[src/rtl/pix_steer_pkg.sv]
package pix_steer_pkg;

    // Position within a pair in paired mode
    typedef enum logic {
        SLOT_FIRST  = 1'b0,
        SLOT_SECOND = 1'b1
    } slot_e;

    // Level reported for the sync input before any sample is seen
    localparam logic ACT_RESET_LEVEL = 1'b1;

    // Convert raw sync to "active" level under the chosen polarity
    function automatic logic sync_active(input logic hs, input logic pol);
        return pol ? hs : ~hs;
    endfunction

    // True when the older sample of a pair belongs on port B
    function automatic logic older_to_b(input logic swap);
        return swap;
    endfunction

endpackage

[src/rtl/hs_lead_det.sv]
module hs_lead_det
    import pix_steer_pkg::*;
(
    input  logic clk,
    input  logic rst,
    input  logic hs_in,
    input  logic hs_pol,
    output logic lead
);
    logic act;
    logic act_q;

    assign act = sync_active(hs_in, hs_pol);

    always_ff @(posedge clk) begin
        if (rst) begin
            act_q <= ACT_RESET_LEVEL;
        end else begin
            act_q <= act;
        end
    end

    assign lead = act & ~act_q;
endmodule

[src/rtl/pair_gather.sv]
module pair_gather
    import pix_steer_pkg::*;
#(
    parameter int DW = 8
) (
    input  logic          clk,
    input  logic          rst,
    input  logic          dual_en,
    input  logic          lead,
    input  logic          smp_vld,
    input  logic [DW-1:0] smp_data,
    output logic          pair_done,
    output logic [DW-1:0] held_data
);
    slot_e slot;

    always_ff @(posedge clk) begin
        if (rst) begin
            slot      <= SLOT_FIRST;
            held_data <= '0;
        end else if (!dual_en) begin
            slot <= SLOT_FIRST;
        end else if (lead) begin
            if (smp_vld) begin
                held_data <= smp_data;
                slot      <= SLOT_SECOND;
            end else begin
                slot <= SLOT_FIRST;
            end
        end else if (smp_vld) begin
            if (slot == SLOT_FIRST) begin
                held_data <= smp_data;
                slot      <= SLOT_SECOND;
            end else begin
                slot <= SLOT_FIRST;
            end
        end
    end

    assign pair_done = dual_en & smp_vld & ~lead & (slot == SLOT_SECOND);
endmodule

[src/rtl/port_drive.sv]
module port_drive
    import pix_steer_pkg::*;
#(
    parameter int DW = 8
) (
    input  logic          clk,
    input  logic          rst,
    input  logic          dual_en,
    input  logic          swap_first,
    input  logic          smp_vld,
    input  logic [DW-1:0] smp_data,
    input  logic          pair_done,
    input  logic [DW-1:0] held_data,
    output logic [DW-1:0] a_data,
    output logic          a_vld,
    output logic [DW-1:0] b_data,
    output logic          b_vld
);
    logic old_b;

    assign old_b = older_to_b(swap_first);

    always_ff @(posedge clk) begin
        if (rst) begin
            a_data <= '0;
            b_data <= '0;
            a_vld  <= 1'b0;
            b_vld  <= 1'b0;
        end else begin
            a_vld <= 1'b0;
            b_vld <= 1'b0;
            if (!dual_en) begin
                if (smp_vld) begin
                    a_data <= smp_data;
                    a_vld  <= 1'b1;
                end
            end else if (pair_done) begin
                a_data <= old_b ? smp_data  : held_data;
                b_data <= old_b ? held_data : smp_data;
                a_vld  <= 1'b1;
                b_vld  <= 1'b1;
            end
        end
    end
endmodule

[src/rtl/pix_pair_steer.sv]
module pix_pair_steer
    import pix_steer_pkg::*;
#(
    parameter int DW = 8
) (
    input  logic          clk,
    input  logic          rst,
    input  logic [DW-1:0] smp_data,
    input  logic          smp_vld,
    input  logic          hs_in,
    input  logic          hs_pol,
    input  logic          dual_en,
    input  logic          swap_first,
    output logic [DW-1:0] a_data,
    output logic          a_vld,
    output logic [DW-1:0] b_data,
    output logic          b_vld
);
    logic          lead;
    logic          pair_done;
    logic [DW-1:0] held_data;

    hs_lead_det u_lead (
        .clk    (clk),
        .rst    (rst),
        .hs_in  (hs_in),
        .hs_pol (hs_pol),
        .lead   (lead)
    );

    pair_gather #(.DW(DW)) u_gather (
        .clk       (clk),
        .rst       (rst),
        .dual_en   (dual_en),
        .lead      (lead),
        .smp_vld   (smp_vld),
        .smp_data  (smp_data),
        .pair_done (pair_done),
        .held_data (held_data)
    );

    port_drive #(.DW(DW)) u_drive (
        .clk        (clk),
        .rst        (rst),
        .dual_en    (dual_en),
        .swap_first (swap_first),
        .smp_vld    (smp_vld),
        .smp_data   (smp_data),
        .pair_done  (pair_done),
        .held_data  (held_data),
        .a_data     (a_data),
        .a_vld      (a_vld),
        .b_data     (b_data),
        .b_vld      (b_vld)
    );
endmodule

[config.mk]
export PLATFORM = sky130hd
export DESIGN_NAME = pix_pair_steer
export DESIGN_NICKNAME = d
export VERILOG_FILES = /design/src/rtl/pix_steer_pkg.sv /design/src/rtl/hs_lead_det.sv /design/src/rtl/pair_gather.sv /design/src/rtl/port_drive.sv /design/src/rtl/pix_pair_steer.sv
export SDC_FILE = /design/constraint.sdc
export NUM_CORES = 1
export LEC_CHECK = 0
export ABC_AREA = 1
export BUFFER_PORTS_ARGS = -buffer_cell sky130_fd_sc_hd__buf_2
export CAP_MARGIN = 20
export CORE_ASPECT_RATIO = 1.75
export CORE_UTILIZATION = 50
export CTS_BUF_LIST = sky130_fd_sc_hd__clkbuf_16
export DETAILED_ROUTE_END_ITERATION = 10
export PLACE_DENSITY = 0.84
export SYNTH_ARGS = -nofsm -noshare
export SYNTH_HDL_FRONTEND = slang
export SYNTH_HIERARCHICAL = 1
export SYNTH_SLANG_ARGS = --single-unit
[constraint.sdc]
create_clock -name clk -period 1.7 [get_ports clk]
set_input_delay 0.34 -clock clk [delete_from_list [all_inputs] [get_ports clk]]
set_output_delay 0.34 -clock clk [all_outputs]
set_load 0.05 [all_outputs]
==> results of run 1 <==
-- sequential cells by signal, summed over array words and instances, names as in the netlist --
signal and count:
u_drive/b_data 8, u_drive/b_vld 1, u_drive/a_vld 1, u_lead/act_q 1, u_gather/held_data 8, u_drive/a_data 8
u_gather/slot 1
-- critical path: cells and delay by family --
kind          cells  cell delay [ns]
buf+inv           3             0.21
simple gates     10             1.02
-- routing by layer --
layer  share of wire  vias up
met5               0        -
met4           0.028        0
met3           0.038        7
met2            0.50       28
met1            0.43      584
li1                -      727
-- cells by family after synthesis --
kind of cell / after synthesis
flops: 28
simple gates: 144
compound gates: 10
buf+inv: 42
-- through the flow --
step / setup WS, ns / hold slack [ns] / power [mW]
floorplan: 0.371 / 0.432 / 0.917
global placement: 0.0361 / 0.490 / 0.972
detailed placement: -0.00844 / 0.497 / 0.977
CTS: 0.269 / 0.385 / 1.51
global route: 0.0886 / 0.409 / 1.56
finish: 0.273 / 0.382 / 1.49
-- cell type report --
class                   count  area share
clock buffers               3      0.0451
multi-input cells         154       0.412
repair buffers             33       0.101
flip-flops and latches     28       0.337
well taps                  27      0.0203
clock inverters             1     0.00226
inverters                  35      0.0827
-- synth_stat cells, types with 2 or more instances --
cell	instances	area share
nand3_1	16	0.055
buf_6	4	0.031
nand2_2	4	0.017
dfxtp_1	28	0.39
a21oi_1	10	0.035
nand3_2	2	0.014
nand2_4	2	0.016
nor2_2	3	0.013
nand2_1	60	0.16
inv_2	2	0.0052
inv_1	30	0.078
nor2_1	49	0.13
nand3b_1	8	0.042
-- worst min path at each step --
stage | startpoint | end | slack [ns]
global route | dual_en | u_gather/slot | 0.41
global placement | u_gather/held_data[7] | u_gather/held_data[7] | 0.49
floorplan | rst | u_lead/act_q | 0.43
finish | hs_pol | u_lead/act_q | 0.38
detailed placement | u_gather/held_data[7] | u_gather/held_data[7] | 0.50
CTS | hs_in | u_lead/act_q | 0.39
-- power by group --
part	switching [mW]	leakage [nW]	internal, mW
Clock	0.213	0.0385	0.315
Sequential	0.0181	0.229	0.689
Combinational	0.179	0.648	0.0770
Total	0.410	0.915	1.08
==> summary.md, run 1 <==
| Metric | Value |
|---|---|
| Status | `completed` |
| Seq/Total Area, Yosys | `0.388` |
| Gr busiest metal | `met2` |
| Maximum VDD drop | `between 0.0005 and 0.0006 V` |
| CTS buffer count | `3` |
| Asr flop ratio synth | `0` |
| Lkg Pwr | `between 0.9 and 1 nW` |
| Startpoint Class | `primary input` |
| Worst R2R Start | `u_lead/act_q` |
| Mapped Cells | `about 220` |
| GP Congestion | `about 0.84` |
| Detail Placement HPWL | `between 2000 and 2500 µm` |
| Final hold vios | `0` |
| PD cells | `~900 nW/µm²` |
| Fin Clk Skew | `0.00178 ns` |
| RSZ-0062 raised after global routing | `false` |
| WL/cell | `10.1 µm` |
| Tot GR Track Use | `0.196` |
| Post-CTS sizing | `0` |
| Top FF cell, synth | `dfxtp_1` |
| Largest net degree at the start of global routing | `17` |
| Synth Area in XOR/XNOR | `0` |
| Synthesized Nets | `between 200 and 250` |
| WP data arrival | `1.58 ns` |
| Routed vias | `approximately 1300` |
| Post-synthesis compound-gate area fraction | `0.0346` |
| Pins Over Slew Limit | `0` |
| DIE AREA | `a little over 3000 µm²` |
| Fin crit share | `0.839` |
| Share of layout cells above drive strength 1 | `0.201` |
| DR iter-0 viols | `38` |
| Area of the multi-input gates | `around 690 µm²` |
| H-tree levels | `1` |
| CP endpoint kind | `flip-flop` |
| CP max stage cell | `nand2_1` |
| Final Non-Filler Cells | `281` |
| Met3 Use GR | `0.0297` |
| Vias/cell | `about 4.8` |
| Fmax | `701 MHz` |
| Hold depth | `4` |
| Multiplexer share of the synthesized area | `0` |
| CTS root buffer | `clkbuf_16` |
| CTS tree | `yes` |
| Commonest non-fill, non-tap cell in the layout | `nand2_1` |
| Routed Wire Length | `~2800 µm` |
| Placed inst area | `approximately 1600 µm²` |
| Syn-to-layout area delta | `15.2%` |
| IO buf count | `32` |
| Leading cell types in the layout, fill and taps excluded | `60 x nand2_1, 49 x nor2_1, 32 x buf_2, 30 x inv_1, 28 x dfxtp_1` |
| Syn. warnings | `6` |
| Post-synthesis adder-cell area fraction | `0` |
| Slew @ Worst Pin | `just under 0.3 ns` |
| R2R cell count | `9` |
| Nets | `270` |
| Fillers | `about 270` |
| DRC violation count after routing | `0` |
| TNS Setup | `0 ns` |
| Core footprint | `between 2000 and 3000 µm²` |
| Post-synth cell types | `19` |
| Worst setup path class | `in2reg` |
| Post-route cell area | `1660 µm²` |
| Final setup vio count | `0` |
| Layout Utilization | `0.611` |
| Post-route ant nets | `0` |
| DIE HEIGHT | `73.1 µm` |
| Sink Count | `28` |
| First-pass GRT wire length | `roughly 4700 µm` |
| Yosys reg bits | `28` |
| GR Util met1 | `0.217` |
| Hold Buf Count CTS | `0` |
| Critical path endpoint | `u_drive/a_data[5]` |
| Post-synth EDFFs | `0` |
| Hold Crit Class | `in2reg` |
| RR Endpoint | `u_drive/a_data[5]` |
| Max-cap violations | `0` |
| Slew headroom | `0.801` |
| Largest family of logic cells by synthesized area | `simple AND/OR/NAND/NOR gates` |
| Detailed Routing Iterations Pass 1 | `4` |
| Slowest cell delay on critical path | `0.24 ns` |
| Initial antenna violation count | `0` |
| # rows | `25` |
| Max clock buf depth | `2` |
| WP data required | `~1.9 ns` |
| GRT overflow | `0` |
| Clock period minus worst slack | `between 1 and 1.5 ns` |
| Synth Area in Simple Gates | `0.440` |
| Register Area | `561 µm²` |
| Crit Path Max Fanout | `8` |
| Starting Density | `0.531` |
| Mapped Area | `1450 µm²` |
| Crit path from | `hs_pol` |
| Vias in the first global route | `approximately 1200` |
| Setup Buffers After CTS | `0` |
| Placed insts | `~280` |
| Synth Area per Inst | `~6.5 µm²` |
| Reg clk slew, reported paths | `0.06 ns` |
| Antenna diode count | `0` |
| Die Wd | `roughly 43 µm` |
| I/O pin count | `33` |
| GR Util met2 | `0.348` |
| R2R Setup Slk | `roughly 0.30 ns` |
| Clock latency on the worst-skew pair | `0.26 ns` |
| CP Cell Sequence | `buf_2 -> inv_1 -> nand2_1 -> nand2_2 -> nor2_2 -> inv_2 -> nand3_1 -> nor2_1 -> nand2_2 -> nand2_1 -> nand2_1 -> nor2_1 -> nor2_1` |
No activity file was read; power rests on OpenSTA's default activity.
==> run 2: changes to the inputs <==
--- a/config.mk
+++ b/config.mk
@@ -5,14 +5,14 @@
 export SDC_FILE = /design/constraint.sdc
 export NUM_CORES = 1
 export LEC_CHECK = 0
-export ABC_AREA = 1
+export ABC_AREA = 0
 export BUFFER_PORTS_ARGS = -buffer_cell sky130_fd_sc_hd__buf_2
 export CAP_MARGIN = 20
 export CORE_ASPECT_RATIO = 1.75
-export CORE_UTILIZATION = 50
+export CORE_UTILIZATION = 46
 export CTS_BUF_LIST = sky130_fd_sc_hd__clkbuf_16
 export DETAILED_ROUTE_END_ITERATION = 10
-export PLACE_DENSITY = 0.84
+export PLACE_DENSITY = 0.83
 export SYNTH_ARGS = -nofsm -noshare
 export SYNTH_HDL_FRONTEND = slang
 export SYNTH_HIERARCHICAL = 1
==> constraint.sdc (replaced) <==
create_clock -name clk -period 1.2 [get_ports clk]
set_input_delay 0.24 -clock clk [delete_from_list [all_inputs] [get_ports clk]]
set_output_delay 0.24 -clock clk [all_outputs]
set_load 0.05 [all_outputs]
==> run 2 against run 1 <==
The run now ends with negative setup slack left. Sequential share of layout area fell by 2.1 points. Flip-flop and latch count unchanged. First-iteration DRC count decreased by 21%. Clock power rose by 84%.
==> summary.md, run 2 <==
| Metric | Value |
|---|---|
| Largest net degree at the start of global routing | `30 (+13)` |
| Pins Over Slew Limit | `0 (unchanged)` |
| Mapped Area | `1300 µm² (-10%)` |
| # rows | `25 (unchanged)` |
| Share of layout cells above drive strength 1 | `0.518 (+0.318)` |
| Tot GR Track Use | `0.198 (+0.00217)` |
| Biggest regs | `u_drive/a_data: 8 flops, u_drive/b_data: 8 flops, u_gather/held_data: 8 flops` |
| RSZ-0062 raised after global routing | `true` |
| CTS buffer count | `3 (unchanged)` |
| Post-synth top area cell | `dfxtp_1` |
| Syn. warnings | `6 (unchanged)` |
| Initial antenna violation count | `0 (unchanged)` |
| DRC violation count after routing | `0 (unchanged)` |
| Synth Area per Inst | `10.6 µm² (+65%)` |
| Fillers | `192 (-28%)` |
| Fmax | `~780 MHz` |
| Pre-CTS WS | `-0.406 ns (-0.397 ns)` |
| Final Non-Filler Cells | `191 (-32%)` |
| Hold Path End | `u_lead/act_q` |
| RR Endpoint | `u_drive/a_data[1]` |
| Hold Buf Count CTS | `0 (unchanged)` |
| Fin crit share | `1.06` |
| GP Congestion | `0.692 (-18%)` |
| Startpoint Class | `flip-flop` |
| CTS root buffer | `clkbuf_16` |
| Nets | `180 (-33%)` |
| Leading cell types in the layout, fill and taps excluded | `31 x buf_2, 27 x dfxtp_1, 24 x mux2i_1, 17 x nand2b_1, 15 x a211oi_2` |
| Final hold vios | `0 (unchanged)` |
| CP endpoint kind | `flip-flop` |
| Syn-to-layout area delta | `37.3%` |
| H-tree levels | `1 (unchanged)` |
| Top-count cell post-synth | `dfxtp_1` |
| Max clock buf depth | `2 (unchanged)` |
| Reg clk slew, reported paths | `0.07 ns (about the same)` |
| Top FF cell, synth | `dfxtp_1` |
| Worst R2R Start | `u_lead/act_q` |
| Clock latency on the worst-skew pair | `0.26 ns (about the same)` |
| Post-synth EDFFs | `0 (unchanged)` |
| Violated checks | `negative setup slack` |
| WL/cell | `15.8 µm (+56%)` |
| Slew headroom | `0.676 (-0.125)` |
| Fin Clk Skew | `0.00183 ns (+0.0000524 ns)` |
| Asr flop ratio synth | `0 (unchanged)` |
| Antenna diode count | `0 (unchanged)` |
| Final setup vio count | `18 (+18)` |
| IO buf count | `32 (unchanged)` |
| I/O pin count | `33 (unchanged)` |
| Detailed Routing Iterations Pass 1 | `4 (unchanged)` |
| Maximum VDD drop | `0.000804 V (+45%)` |
| Seq/Total Area, Yosys | `0.432 (+0.0446)` |
| Routed vias | `1052 (-22%)` |
| Lkg Pwr | `0.792 nW (-14%)` |
| Crit Path Max Fanout | `8 (unchanged)` |
| Commonest non-fill, non-tap cell in the layout | `buf_2` |
| Post-synth top cells | `28 x dfxtp_1, 24 x mux2i_1, 17 x nand2b_1, 17 x nor2_1, 14 x a211oi_1` |
| Final worst setup slack | `-0.0767 ns (-0.350 ns)` |
| Max-cap violations | `0 (unchanged)` |
| Post-route cell area | `1780 µm² (+6.9%)` |
| GRT overflow | `0 (unchanged)` |
| Vias in the first global route | `1023 (-13%)` |
| Post-route ant nets | `0 (unchanged)` |
| Slew @ Worst Pin | `0.486 ns (+0.189 ns)` |
| Yosys reg bits | `28 (unchanged)` |
| CTS tree | `yes` |
| DIE HEIGHT | `72.2 µm (-1.2%)` |
| DIE AREA | `3040 µm² (-2.4%)` |
| Worst setup path class | `reg2reg` |
| Placed inst area | `1520 µm² (-4.2%)` |
| Core footprint | `2690 µm² (-1.1%)` |
| Post-synth top area share | `0.432 (+0.0446)` |
| Routed Wire Length | `3020 µm (+6.0%)` |
| Clock period minus worst slack | `about 1.3 ns` |
| Placed insts | `181 (-35%)` |
| Hold Crit Class | `in2reg` |
| WP data arrival | `1.45 ns (-0.13 ns)` |
| Synthesized Nets | `137 (-43%)` |
| Post-synth cell types | `21 (+2)` |
| R2R Setup Slk | `-0.08 ns (-0.38 ns)` |
| R2R cell count | `5 (-4)` |
| Hold depth | `3 (-1)` |
| Beginning of the worst hold path | `hs_in` |
| First-pass GRT wire length | `4540 µm (-4.4%)` |
| DR iter-0 viols | `30 (-21%)` |
| Worst Hold Slack | `0.249 ns (-0.133 ns)` |
| Sink Count | `28 (unchanged)` |
| PD cells | `1350 nW/µm² (+51%)` |
| WP data required | `1.37 ns (-0.48 ns)` |
| Die Wd | `42.1 µm (-1.2%)` |
| Mapped Cells | `122 (-46%)` |
| Starting Density | `0.482 (-0.0492)` |
| Status | `complete, but fails checks` |
| Vias/cell | `5.51 (+15%)` |
| Detail Placement HPWL | `1790 µm (-17%)` |
| Synth area leaders | `dfxtp_1 43%, mux2i_1 19%, nand2b_1 8.2%, a211oi_1 8.1%, nor2_1 4.9%` |
## run 2: cell types whose count changed after synthesis, sizes merged, moves of 16 or more
cell	previous run	this run
nand2	66	1
mux2i	0	24
nand3	18	0
nor2	52	18
a211oi	0	16
nand2b	0	18
inv	33	0
## run 2: routing by layer
layer	up-vias	global-route usage	routed length, µm
met5	-	0	0
met4	0	0.125	111
met3	11	0.0348	129
met2	41	0.358	1560
met1	487	0.208	1220
li1	513	-	-
## run 2: final cells by class
| cell class | count | area (µm²) | share of cell area |
|---|---|---|---|
| Tap cell | 27 | 33.8 | 0.0190 |
| Clock buffer | 3 | 75.1 | 0.0422 |
| Sequential cell | 28 | 562 | 0.316 |
| Timing Repair Buffer | 42 | 238 | 0.134 |
| Multi-Input combinational cell | 90 | 841 | 0.473 |
| Clock inverter | 1 | 30.0 | 0.0169 |
## run 2: kinds of logic after synthesis
family / count (synthesis) / synth area share
AND/OR/NAND/NOR: 43 / 0.201
flip-flops: 28 / 0.432
multiplexers: 25 / 0.197
AO/OA/AOI/OAI: 16 / 0.100
buffers and inverters: 8 / 0.0560
XOR/XNOR: 2 / 0.0135
## run 2: report_power, final
group          total (mW)  switching [mW]  internal, mW
combinational       0.424           0.261         0.163
sequential           1.00          0.0311         0.974
clock               0.972           0.309         0.664
total                2.40           0.601          1.80
## run 2: what timing repair did
item | in CTS | in global routing
gates resized for setup | 17 | 11
gates cloned | 3 | 1
endpoints found under the setup margin | 16 | 20
pin swaps | 9 | 7
setup buffers | 2 | 1
## run 2: worst max-delay path by stage
stage | slack [ns] | to | start | cells past startpoint
floorplan | -0.26 | u_drive/b_data[3] | hs_in | 9
detailed placement | -0.41 | u_drive/a_data[3] | hs_in | 8
CTS | -0.07 | u_drive/a_data[4] | u_lead/act_q | 5
global placement | -0.34 | u_drive/a_data[2] | hs_in | 8
finish | -0.08 | u_drive/a_data[1] | u_lead/act_q | 5
global route | -0.10 | u_drive/a_data[1] | u_lead/act_q | 5
## run 2: per-stage QoR
| step | power [mW] | util | TNS (ns) |
|---|---|---|---|
| global placement | 1.37 | 0.565 | -5.86 |
| detailed placement | 1.38 | 0.565 | -6.97 |
| global route | 2.47 | 0.661 | -1.36 |
| finish | 2.40 | 0.661 | -0.701 |
| floorplan | 1.29 | - | -4.15 |
| CTS | 2.40 | 0.645 | -0.429 |
## run 2: critical path, cell delays in order, from the launching register on
cell      delay [ns]
dfxtp_2         0.33
nor2_4          0.09
nor2b_4         0.04
and3_4          0.17
mux2_4          0.33
a211oi_2        0.23
==> run 3: changes to the inputs <==
--- a/config.mk
+++ b/config.mk
@@ -9,6 +9,7 @@
 export BUFFER_PORTS_ARGS = -buffer_cell sky130_fd_sc_hd__buf_2
 export CAP_MARGIN = 20
 export CORE_ASPECT_RATIO = 1.75
+export CORE_MARGIN = 3
 export CORE_UTILIZATION = 46
 export CTS_BUF_LIST = sky130_fd_sc_hd__clkbuf_16
 export DETAILED_ROUTE_END_ITERATION = 10
==> run 3 against run 2 <==
The flow still finishes with violations (negative setup slack). Via count is 2.8% lower. Non-clock buffer count is 2 lower. Critical endpoint is now u_drive/a_data[4]. Clock skew hardly changed. Clock power is 23% lower. Total power is 9.7% lower. Largest power group unchanged.
==> summary.md, run 3 (same netlist as run 2, synthesis figures left out) <==
| Metric | Value |
|---|---|
| Status | `complete, but fails checks` |
| Violated checks | `negative setup slack` |
| Sink Count | `28 (unchanged)` |
| Startpoint Class | `flip-flop` |
| Max clock buf depth | `2 (unchanged)` |
| Die Wd | `46.1 µm (+9.5%)` |
| P_sw | `586 µW (-2.5%)` |
| DIE AREA | `3520 µm² (+16%)` |
| H-tree levels | `1 (unchanged)` |
| RSZ-0062 raised after global routing | `true` |
| Final worst setup slack | `-0.0560 ns (+0.0207 ns)` |
| Antenna diode count | `0 (unchanged)` |
| Pint | `1.58 mW (-12%)` |
| Lkg Pwr | `0.768 nW (-3.0%)` |
| Detail Placement HPWL | `1870 µm (+4.6%)` |
| CTS root buffer | `clkbuf_16` |
| Reg clk slew, reported paths | `0.07 ns (about the same)` |
| CP endpoint kind | `flip-flop` |
| Post-route ant nets | `0 (unchanged)` |
| Maximum VDD drop | `0.000828 V (+3.0%)` |
| Max-cap violations | `0 (unchanged)` |
| Combinational share of power | `0.192 (+0.015)` |
| Final setup vio count | `16 (-2)` |
| Layout Utilization | `0.670 (+0.00818)` |
| Switching Share | `0.270 (+0.0201)` |
| Fillers | `208 (+8.3%)` |
| CTS tree | `yes` |
| # rows | `24 (-4.0%)` |
| Core footprint | `2580 µm² (-4.0%)` |
| Fin Clk Skew | `0.00150 ns (-0.000330 ns)` |
| Starting Density | `0.502 (+0.0201)` |
| Crit Path Max Fanout | `8 (unchanged)` |
| GRT overflow | `0 (unchanged)` |
| Worst setup path class | `reg2reg` |
| Fmax | `796 MHz (+1.6%)` |
| Final hold vios | `0 (unchanged)` |
| DIE HEIGHT | `76.2 µm (+5.5%)` |
| Clock latency on the worst-skew pair | `0.26 ns (about the same)` |
| Syn-to-layout area delta | `33.4%` |
| Slew @ Worst Pin | `0.255 ns (-0.231 ns)` |
| GP Congestion | `0.715 (+3.3%)` |
| TNS Setup | `-0.464 ns (+0.237 ns)` |
| WL/cell | `16.2 µm (+2.8%)` |
| Vias/cell | `5.47 (-0.68%)` |
| IO buf count | `32 (unchanged)` |
| Largest net degree at the start of global routing | `27 (-10%)` |
| Detailed Routing Iterations Pass 1 | `4 (unchanged)` |
| First-pass GRT wire length | `4890 µm (+7.6%)` |
| Initial antenna violation count | `0 (unchanged)` |
| Nets | `177 (-1.7%)` |
| Slew headroom | `0.825 (+0.149)` |
| Hold Crit Class | `in2reg` |
| WP data arrival | `1.43 ns (-0.02 ns)` |
| CTS buffer count | `3 (unchanged)` |
| Commonest non-fill, non-tap cell in the layout | `buf_2` |
| PD cells | `1250 nW/µm² (-7.1%)` |
| DR iter-0 viols | `19 (-37%)` |
| Share of layout cells above drive strength 1 | `0.491 (-0.0276)` |
| Leading cell types in the layout, fill and taps excluded | `32 x buf_2, 27 x dfxtp_1, 24 x mux2i_1, 17 x nand2b_1, 12 x a211oi_2` |
| Biggest regs | `u_drive/a_data: 8 flops, u_drive/b_data: 8 flops, u_gather/held_data: 8 flops` |
| Hold Buf Count CTS | `0 (unchanged)` |
| Pins Over Slew Limit | `0 (unchanged)` |
| Clock power share | `0.344 (-0.061)` |
| Pre-CTS WS | `-0.379 ns (+0.0268 ns)` |
| Routed vias | `1023 (-2.8%)` |
| Worst Hold Slack | `0.256 ns (+0.00720 ns)` |
| WP data required | `1.38 ns (about the same)` |
| Fin crit share | `1.05 (-0.0172)` |
| Routed Wire Length | `3040 µm (+0.66%)` |
| DRC violation count after routing | `0 (unchanged)` |
| Total power | `2.17 mW (-9.7%)` |
| Seq pwr share | `0.463 (+0.045)` |
| Tot GR Track Use | `0.180 (-0.0183)` |
| I/O pin count | `33 (unchanged)` |
| Vias in the first global route | `1070 (+4.6%)` |
| Clock period minus worst slack | `1.26 ns (-0.0207 ns)` |
## run 3: changes by cell type in the layout (fill, tap and decap cells not counted)
cell / delta
nor2b_4: +1
buf_2: +1
clkinv_1: +1
and2_2: -1
nor2b_1: -1
bufinv_16: -1
a211oi_1: +3
nor2_2: +2
clkbuf_4: -1
buf_6: +2
a211oi_2: -3
buf_4: -5
buf_12: +1
nor2_4: -2
## run 3: layout make-up
cell class,count,area (µm²),share of cell area
tap,26,32.5,0.0188
sequential,28,562,0.325
timing repair buffer,40,240,0.139
clock buffer,3,75.1,0.0434
clock inverter,1,3.75,0.00217
multi-input combinational,89,816,0.472
## run 3: worst paths after layout
| path | from | slack, ns | end | cells after the start |
|---|---|---|---|---|
| max | u_lead/act_q | -0.06 | u_drive/a_data[4] | 5 |
| min | smp_data[3] | 0.26 | u_gather/held_data[3] | 3 |
| max reg2reg | u_lead/act_q | -0.06 | u_drive/a_data[4] | 5 |
| min reg2reg | u_drive/b_data[6] | 0.49 | u_drive/b_data[6] | 2 |
## run 3: routing by layer
metal | up-vias | part of all wire | global-route usage
met1 | 488 | 0.40 | 0.223
met2 | 25 | 0.55 | 0.305
li1 | 508 | - | -
met3 | 2 | 0.046 | 0.0142
met4 | 0 | 0.0066 | 0.0655
met5 | - | 0 | 0
## run 3: stage by stage
stage / std cells / cell area, µm²
after floorplan: 122 / 1340
after global placement: 178 / 1520
after detailed placement: 178 / 1520
after CTS: 187 / 1700
after global routing: 187 / 1730
final: 187 / 1730
## run 3: worst max-delay path, stage by stage (launching register included)
cell and delay [ns]:
dfxtp_2 0.33, nor2_4 0.09, nor2b_4 0.05, and3_4 0.17, mux2_4 0.33, a211oi_2 0.21
## run 3: power by group through the flow
stage               sequential [mW]  clock (mW)  combinational (mW)
global route                   1.01       0.798               0.442
detailed placement             1.02           0               0.367
floorplan                      1.10           0               0.188
CTS                            1.00       0.754               0.402
finish                         1.00       0.747               0.417
global placement               1.02           0               0.357
## run 3: what timing repair did
item	4_1_cts	5_1_grt
gates cloned	3	0
endpoints found under the hold margin	0	0
pin swaps	10	8
endpoints found under the setup margin	16	19
resized for setup	16	8
buffers inserted	2	0
